File: src/rtl/hexrec_parser.sv
module hexrec_parser (
  input  logic        clk,
  input  logic        rst_n,
  input  logic        in_valid,
  input  logic [7:0]  in_char,
  output logic        in_ready,
  output logic        dat_valid,
  output logic [7:0]  dat_byte,
  output logic [7:0]  dat_index,
  output logic [15:0] dat_offset,
  output logic        rec_done,
  output logic        rec_ok,
  output logic        chk_err,
  output logic        fmt_err,
  output logic [7:0]  rec_type,
  output logic [31:0] rec_payload,
  output logic        eof_flag,
  output logic        char_err
);

  localparam logic [7:0] MARK = 8'h3A;
  localparam int         POSW = 9;

  typedef enum logic [1:0] {HUNT, HI, LO} st_t;

  st_t              st;
  logic [3:0]       nib_hi;
  logic [POSW-1:0]  pos;
  logic [7:0]       len_q;
  logic [7:0]       sum_q;
  logic [15:0]      off_q;
  logic [7:0]       type_q;
  logic [31:0]      pay_q;
  logic             is_hex;
  logic [3:0]       nval;
  logic             bad_shape;

  assign in_ready = 1'b1;

  always_comb begin
    is_hex = 1'b1;
    nval   = 4'h0;
    if (in_char >= 8'h30 && in_char <= 8'h39)
      nval = in_char[3:0];
    else if ((in_char >= 8'h41 && in_char <= 8'h46) || (in_char >= 8'h61 && in_char <= 8'h66))
      nval = in_char[3:0] + 4'd9;
    else
      is_hex = 1'b0;
  end

  wire [7:0]      byte_v  = {nib_hi, nval};
  wire [7:0]      sum_n   = sum_q + byte_v;
  wire [POSW-1:0] dpos    = pos - POSW'(4);
  wire            past_hd = pos >= POSW'(4);
  wire            in_data = past_hd && (dpos < {1'b0, len_q});
  wire            at_cks  = past_hd && (dpos == {1'b0, len_q});

  always_comb begin
    case (type_q)
      8'd0:       bad_shape = 1'b0;
      8'd1:       bad_shape = len_q != 8'd0;
      8'd2, 8'd4: bad_shape = len_q != 8'd2;
      8'd3, 8'd5: bad_shape = len_q != 8'd4;
      default:    bad_shape = 1'b1;
    endcase
  end

  always_ff @(posedge clk) begin
    if (!rst_n) begin
      st          <= HUNT;
      nib_hi      <= 4'h0;
      pos         <= '0;
      len_q       <= 8'h0;
      sum_q       <= 8'h0;
      off_q       <= 16'h0;
      type_q      <= 8'h0;
      pay_q       <= 32'h0;
      dat_valid   <= 1'b0;
      dat_byte    <= 8'h0;
      dat_index   <= 8'h0;
      dat_offset  <= 16'h0;
      rec_done    <= 1'b0;
      rec_ok      <= 1'b0;
      chk_err     <= 1'b0;
      fmt_err     <= 1'b0;
      rec_type    <= 8'h0;
      rec_payload <= 32'h0;
      eof_flag    <= 1'b0;
      char_err    <= 1'b0;
    end else begin
      dat_valid <= 1'b0;
      rec_done  <= 1'b0;
      rec_ok    <= 1'b0;
      chk_err   <= 1'b0;
      fmt_err   <= 1'b0;
      eof_flag  <= 1'b0;
      char_err  <= 1'b0;
      if (in_valid) begin
        case (st)
          HUNT: if (in_char == MARK) begin
            st    <= HI;
            pos   <= '0;
            sum_q <= 8'h0;
            pay_q <= 32'h0;
          end
          HI: if (is_hex) begin
            nib_hi <= nval;
            st     <= LO;
          end else begin
            st       <= HUNT;
            char_err <= 1'b1;
          end
          LO: if (!is_hex) begin
            st       <= HUNT;
            char_err <= 1'b1;
          end else begin
            sum_q <= sum_n;
            pos   <= pos + POSW'(1);
            st    <= HI;
            if (pos == POSW'(0)) len_q        <= byte_v;
            if (pos == POSW'(1)) off_q[15:8]  <= byte_v;
            if (pos == POSW'(2)) off_q[7:0]   <= byte_v;
            if (pos == POSW'(3)) type_q       <= byte_v;
            if (in_data) begin
              if (type_q == 8'd0) begin
                dat_valid  <= 1'b1;
                dat_byte   <= byte_v;
                dat_index  <= dpos[7:0];
                dat_offset <= off_q;
              end else begin
                pay_q <= {pay_q[23:0], byte_v};
              end
            end
            if (at_cks) begin
              st          <= HUNT;
              rec_done    <= 1'b1;
              chk_err     <= sum_n != 8'h0;
              fmt_err     <= bad_shape;
              rec_ok      <= (sum_n == 8'h0) && !bad_shape;
              eof_flag    <= (sum_n == 8'h0) && !bad_shape && (type_q == 8'd1);
              rec_type    <= type_q;
              rec_payload <= pay_q;
            end
          end
          default: st <= HUNT;
        endcase
      end
    end
  end

  assert_one_event_R6: assert property (@(posedge clk) disable iff (!rst_n)
    $onehot0({dat_valid, rec_done, char_err}));

  assert_byte_spacing_R2: assert property (@(posedge clk) disable iff (!rst_n)
    dat_valid |=> !dat_valid);

  assert_index_in_len_R3: assert property (@(posedge clk) disable iff (!rst_n)
    dat_valid |-> (dat_index < len_q));

  assert_hunt_silent_R1: assert property (@(posedge clk) disable iff (!rst_n)
    (st == HUNT) |=> (!dat_valid && !rec_done && !char_err));

  assert_chk_blocks_ok_R4: assert property (@(posedge clk) disable iff (!rst_n)
    chk_err |-> (rec_done && !rec_ok));

  assert_fmt_blocks_ok_R5: assert property (@(posedge clk) disable iff (!rst_n)
    fmt_err |-> (rec_done && !rec_ok));

  assert_eof_good_R8: assert property (@(posedge clk) disable iff (!rst_n)
    eof_flag |-> (rec_done && rec_ok && rec_type == 8'd1));

endmodule

File: config.mk
export PLATFORM = sky130hd
export DESIGN_NAME = hexrec_parser
export DESIGN_NICKNAME = d
export VERILOG_FILES = /design/src/rtl/hexrec_parser.sv
export SDC_FILE = /design/constraint.sdc
export NUM_CORES = 1
export LEC_CHECK = 0
export BUFFER_PORTS_ARGS = -buffer_cell sky130_fd_sc_hd__buf_2
export CORE_MARGIN = 3
export CORE_UTILIZATION = 35
export DETAILED_ROUTE_END_ITERATION = 16
export GPL_TIMING_DRIVEN = 0
export SLEW_MARGIN = 20
export SYNTH_ARGS = -nofsm -noshare
export SYNTH_HDL_FRONTEND = slang
export SYNTH_SLANG_ARGS = --single-unit
File: constraint.sdc
create_clock -name clk -period 11.8 [get_ports clk]
set_input_delay 2.36 -clock clk [delete_from_list [all_inputs] [get_ports clk]]
set_output_delay 2.36 -clock clk [all_outputs]
set_load 0.01 [all_outputs]
# --- After elaboration in Yosys (flattened, before gate mapping) ---
# Cells that the tools add are included.
# W data, S select, Z words.
word_totals:
  ff_bits: 166
  in_bits: 11
  output_inout_bits: 80
  elab_cells: 108
op_classes:
  addsub: 4
  n_mux: 24
  n_reduce_logical: 33
  order_cmp: 8
  n_eq_ne: 18
ops:
  columns: ["operator", "n"]
  rows:
  - ["$mux W32", 4]
  - ["$pmux W32 S2", 1]
  - ["$reduce_and A4 Y1", 7]
  - ["$eq A9 B2 Y1 const B", 2]
  - ["$mux W9", 2]
  - ["$pmux W9 S2", 1]
  - ["$eq A8 B2 Y1 const B", 2]
  - ["$eq A8 B3 Y1 const B", 2]
  - ["$ge A8 B7 Y1 const B", 2]
  - ["$le A8 B7 Y1 const B", 2]
  - ["$logic_not A8 Y1", 2]
  - ["$mux W8", 2]
  - ["$pmux W8 S2", 1]
  - ["$reduce_bool A8 Y1", 2]
  - ["$reduce_and A5 Y1", 3]
  - ["$add A9 B1 Y9 const B", 1]
  - ["$eq A9 B1 Y1 const B", 1]
  - ["$eq A9 B8 Y1", 1]
  - ["$ge A9 B3 Y1 const B", 1]
  - ["$logic_not A9 Y1", 1]
  - ["$lt A9 B8 Y1", 1]
  - ["$sub A9 B3 Y9 const B", 1]
  - ["$add A8 B8 Y8", 1]
  - ["$eq A8 B1 Y1 const B", 1]
  - ["23 further kinds", 43]

# --- Longest topological paths before layout ---
logic_depth:
  ltp_word: 9
  depth_mapped: 15
  mapped_depth_nobuf: 14

# --- Worst setup path after synthesis ---
# No wires, ideal clock.
synth_path:
  kind: "in2reg"
  from: "in in_char[0]"
  to: "reg eof_flag"
  slack_ns: 6.472
  t_required_ns: 11.708
  arrival_ns: 5.236
  cell_stages: 14
  n_path_buf: 0
  setup_time_ns: 0.092
  path_cell_list: "inv_1 -> ha_1 -> or3b_1 -> nand2_1 -> o31ai_1 -> ha_1 -> inv_1 -> fa_1 -> nand2b_1 -> o2bb2ai_1 -> o211a_1 -> a311oi_1 -> nand3_1 -> nor4_1"
synth_via:
  elab_chain_cells: 9
  word_cells_on_any_way: 20
synth_lines:
  columns: ["item", "line_no", "text"]
  rows:
  - ["from (decl)", "5", "input logic [7:0] in_char,"]
  - ["$ge A8 B7 Y1 or $le A8 B7 Y1 (tied branches)", "45", "else if ((in_char >= 8'h41 && in_char <= 8'h46) || (in_char >= 8'h61 && in_char <= 8'h66))"]
  - ["$logic_and A1 B1 Y1", "45", null]
  - ["$logic_or A1 B1 Y1", "45", null]
  - ["$mux W4", "45", null]
  - ["$mux W4 *", "43", "if (in_char >= 8'h30 && in_char <= 8'h39)"]
  - ["named net nval[0]", "35", "logic [3:0] nval;"]
  - ["$add A8 B8 Y8 *", "52", "wire [7:0] sum_n = sum_q + byte_v;"]
  - ["$logic_not A8 Y1 *", "140", "eof_flag <= (sum_n == 8'h0) && !bad_shape && (type_q == 8'd1);"]
  - ["$logic_and A1 B1 Y1 * (2 in series)", "140", null]
  - ["to (signal assigned)", "140", null]
  - ["to (decl)", "17", "output logic eof_flag,"]
# The timed path passes the listed nets; every way through them passes the cells marked *.
# A chain may end at the register's enable or synchronous reset.

# --- Final worst setup path ---
# Same ends and word-level chain as after synthesis.

==> results.py <==
metrics = {
    "final_layout": {
        "final_area_um2": 8909,
        "drive_gt1_share_pct": 20.84,
        "area_growth_pct": 17.43,
        "layout.nets": 1005,
        "final_common_cell": "dfxtp_1",
        "final_cell_mix": "dfxtp_1, buf_2, nand3_1",
        "n_fill_cell": 2166,
        "diodes": 0,
    },
    "global_route": {
        "grt_max_degree": 17,
        "grt_use_total_pct": 17.47,
        "grt-ovfl-total": 0,
        "antenna_found_initial": 0,
        "grt_pass1_vias": 6080,
        "grt_pass1_wl_um": 33150,
    },
    "critical_path": {
        "cpMostUsedCell": "inv_1",
        "cp-start-kind": "input port",
        "cp_cell_sequence": "buf_2 -> inv_1 -> ha_1 -> o21bai_1 -> a21o_1 -> o21ai_1 -> inv_1 -> fa_1 -> nand2b_1 -> o2bb2ai_1 -> o211a_1 -> a311oi_1 -> nand3_1 -> nor4_1",
        "cp_slowest_cell": "o21ai_1",
        "path_buf_inv": 3,
        "critical_path_class": "in2reg",
        "critPathMaxStageDelay_ns": 0.82,
        "cpLargestDelayFamily": "compound AO/OA/AOI/OAI gates",
        "endpoint_kind": "flip-flop",
        "cp.arrival_ns": 6.53,
        "cp_max_fo": 8,
        "required_ns": 12.08,
    },
    "timing": {
        "setup_tns_ns": 0,
        "finalCriticalPeriod_ns": 6.246,
        "maxSlewHeadroom_pct": 31.53,
        "finalMaxSlewViolations": 0,
        "setup_violations": 0,
        "skew_ns": 0.01380,
        "rsz0062_at_grt": "no",
        "worstMarginPinSlew_ns": 1.020,
        "final-hold-violation-count": 0,
        "finalCritPeriodShare_pct": 52.93,
        "clock.fmax_mhz": 160.1,
    },
    "die": {
        "initial_utilization_pct": 35.86,
        "ios": 91,
        "die_x_um": 153.2,
        "die_area_um2": 23480,
        "die_y_um": 153.2,
        "rows": 53,
        "coreArea_um2": 21150,
    },
    "cts": {
        "cts_tree": "done",
        "clockBufferDepth": 2,
        "cts_sinks": 166,
        "hold_buffers": 0,
        "cts_buffers": 17,
        "clk_latency_ns": 0.44,
        "clkTransAtPathRegs_ns": 0.06,
        "postCtsSetupRepairBufs": 0,
        "cts_resized": 0,
        "cts_root_buf": "clkbuf_16",
        "htree_num_levels": 4,
    },
    "synth": {
        "yosysSeqAreaShare_pct": 43.81,
        "synthArstFlopShare_pct": 0,
        "ys_top_cells_by_area": "dfxtp_1, mux2i_1, nand3_1",
        "synth_top_area_cell": "dfxtp_1",
        "syn_inst": 856,
        "synth_edf_count": 0,
        "syn_nets": 899,
        "ys_ff_latch": 166,
        "ys_warn_count": 0,
        "synth_ff_type": "dfxtp_1",
        "ys_types": 73,
        "syn_area_um2": 7586,
        "avgSynthCellArea_um2": 8.862,
        "yosysTopAreaCellShare_pct": 43.81,
    },
    "placed_design": {
        "dp_hpwl_um": 15100,
        "dpl_cell_area_um2": 8371,
        "place_congestion": 0.8497,
        "io_buffers": 87,
    },
    "detailed_routing": {
        "ant_nets": 0,
        "vias": 6370,
        "routed_via_density": 5.100,
        "wirelength_um": 20570,
        "wl_per_cell_um": 16.47,
        "drtIter0Drc": 429,
        "drt_first_pass_iters": 5,
        "detail_route.drc_violations": 0,
    },
    "hold_path": {
        "worstHoldPathType": "reg2reg",
    },
    "pwr": {
        "peakVddDrop_mv": 0.06854,
        "cellLeakagePower_nw": 3.358,
        "powerDensity_nw_per_um2": 124.2,
    },
    "outcome": {
        "status": "finished clean",
    },
    "flow_run": {
        "cap_violations": 0,
    },
}
-- cell usage after synthesis (4+ instances only) --
master,instances
nand2_1,78
o21ai_0,62
a21oi_2,21
buf_2,15
xnor2_1,9
a21o_1,4
xor2_1,6
nand2b_1,5
dfxtp_1,166
clkbuf_1,29
buf_4,7
clkbuf_2,5
ha_1,31
nor4_1,6
inv_1,25
o21ai_1,9
a21oi_1,48
nand3_1,80
and2_1,4
nand4_1,7
nor3_1,13
a211oi_1,7
o31ai_1,4
mux2i_1,46
nor2_1,78
nand3_2,21
-- path summary, 6_finish.rpt --
| kind | from | to | slack [ns] | depth (start not counted) |
|---|---|---|---|---|
| worst max-delay path | in_char[0] | eof_flag | 5.55 | 14 |
| worst min-delay path | dat_byte[6] | dat_byte[6] | 0.45 | 2 |
| worst max register to register | pos[2] | dat_index[7] | 8.28 | 12 |
| worst min register to register | dat_byte[6] | dat_byte[6] | 0.45 | 2 |
-- power by group --
group	switching (mW)	leakage [nW]	internal (mW)
registers	0.0000262	1.34	0.560
logic	0.0244	1.77	0.00694
clock network	0.238	0.254	0.276
-- worst register-to-register path: stages (launching register included) --
cell	delay [ns]
dfxtp_1	0.36
inv_1	0.23
ha_1	0.28
nand2_1	0.09
xnor2_1	0.23
ha_1	0.29
a21o_1	0.16
a21oi_1	0.22
o211ai_4	0.16
nor4_1	0.61
buf_2	0.37
clkbuf_2	0.28
o21ai_0	0.12
-- kinds of logic (layout without fill, tap and decap cells) --
kind of cell	Yosys count	after routing	share of synthesized area [%]
AO/OA/AOI/OAI	188	188	15.83
XOR/XNOR	15	15	1.732
adder cells (fa/ha/maj)	32	32	5.377
buffers and inverters	88	206	5.327
flip-flops	166	166	43.81
multiplexers	46	46	6.070
other	1	1	0.04943
AND/OR/NAND/NOR	320	320	21.80
-- state kept, by name (all words and copies together), names as in the netlist --
register	flops
chk_err	1
dat_byte	8
len_q	8
nib_hi	4
type_q	8
sum_q	8
dat_index	8
fmt_err	1
pos	9
rec_type	8
rec_payload	32
off_q	16
dat_valid	1
rec_ok	1
char_err	1
dat_offset	16
rec_done	1
pay_q	32
st	2
eof_flag	1
-- metal layers --
metal,track usage [%],up-vias,wire [um]
met2,27.13,140,9329
li1,-,3215,-
met5,0,-,0
met1,24.62,2994,9978
met4,4.922,0,283
met3,3.681,21,980
-- through the flow --
step | std cells | total power [mW] | hold WS (ns) | util (%) | setup WS (ns)
after floorplan | 856 | 0.5920 | 0.4322 | - | 6.472
after global placement | 1218 | 0.6038 | 0.4359 | 39.55 | 4.847
after detailed placement | 1218 | 0.6040 | 0.4402 | 39.57 | 5.260
after CTS | 1249 | 1.115 | 0.4493 | 42.11 | 5.716
after global routing | 1249 | 1.142 | 0.4706 | 42.11 | 5.427
final | 1249 | 1.106 | 0.4461 | 42.11 | 5.554
-- cell type report --
type	count	area, um^2	area share [%]
well taps	275	344.1	3.862
inverters	26	97.59	1.096
multi-input cells	602	3864	43.37
clock buffers	19	442.9	4.972
flip-flops and latches	166	3323	37.30
plain buffers	62	306.5	3.441
repair buffers	87	435.4	4.888
clock inverters	12	95.09	1.067
(Power assumes the default switching activity.)
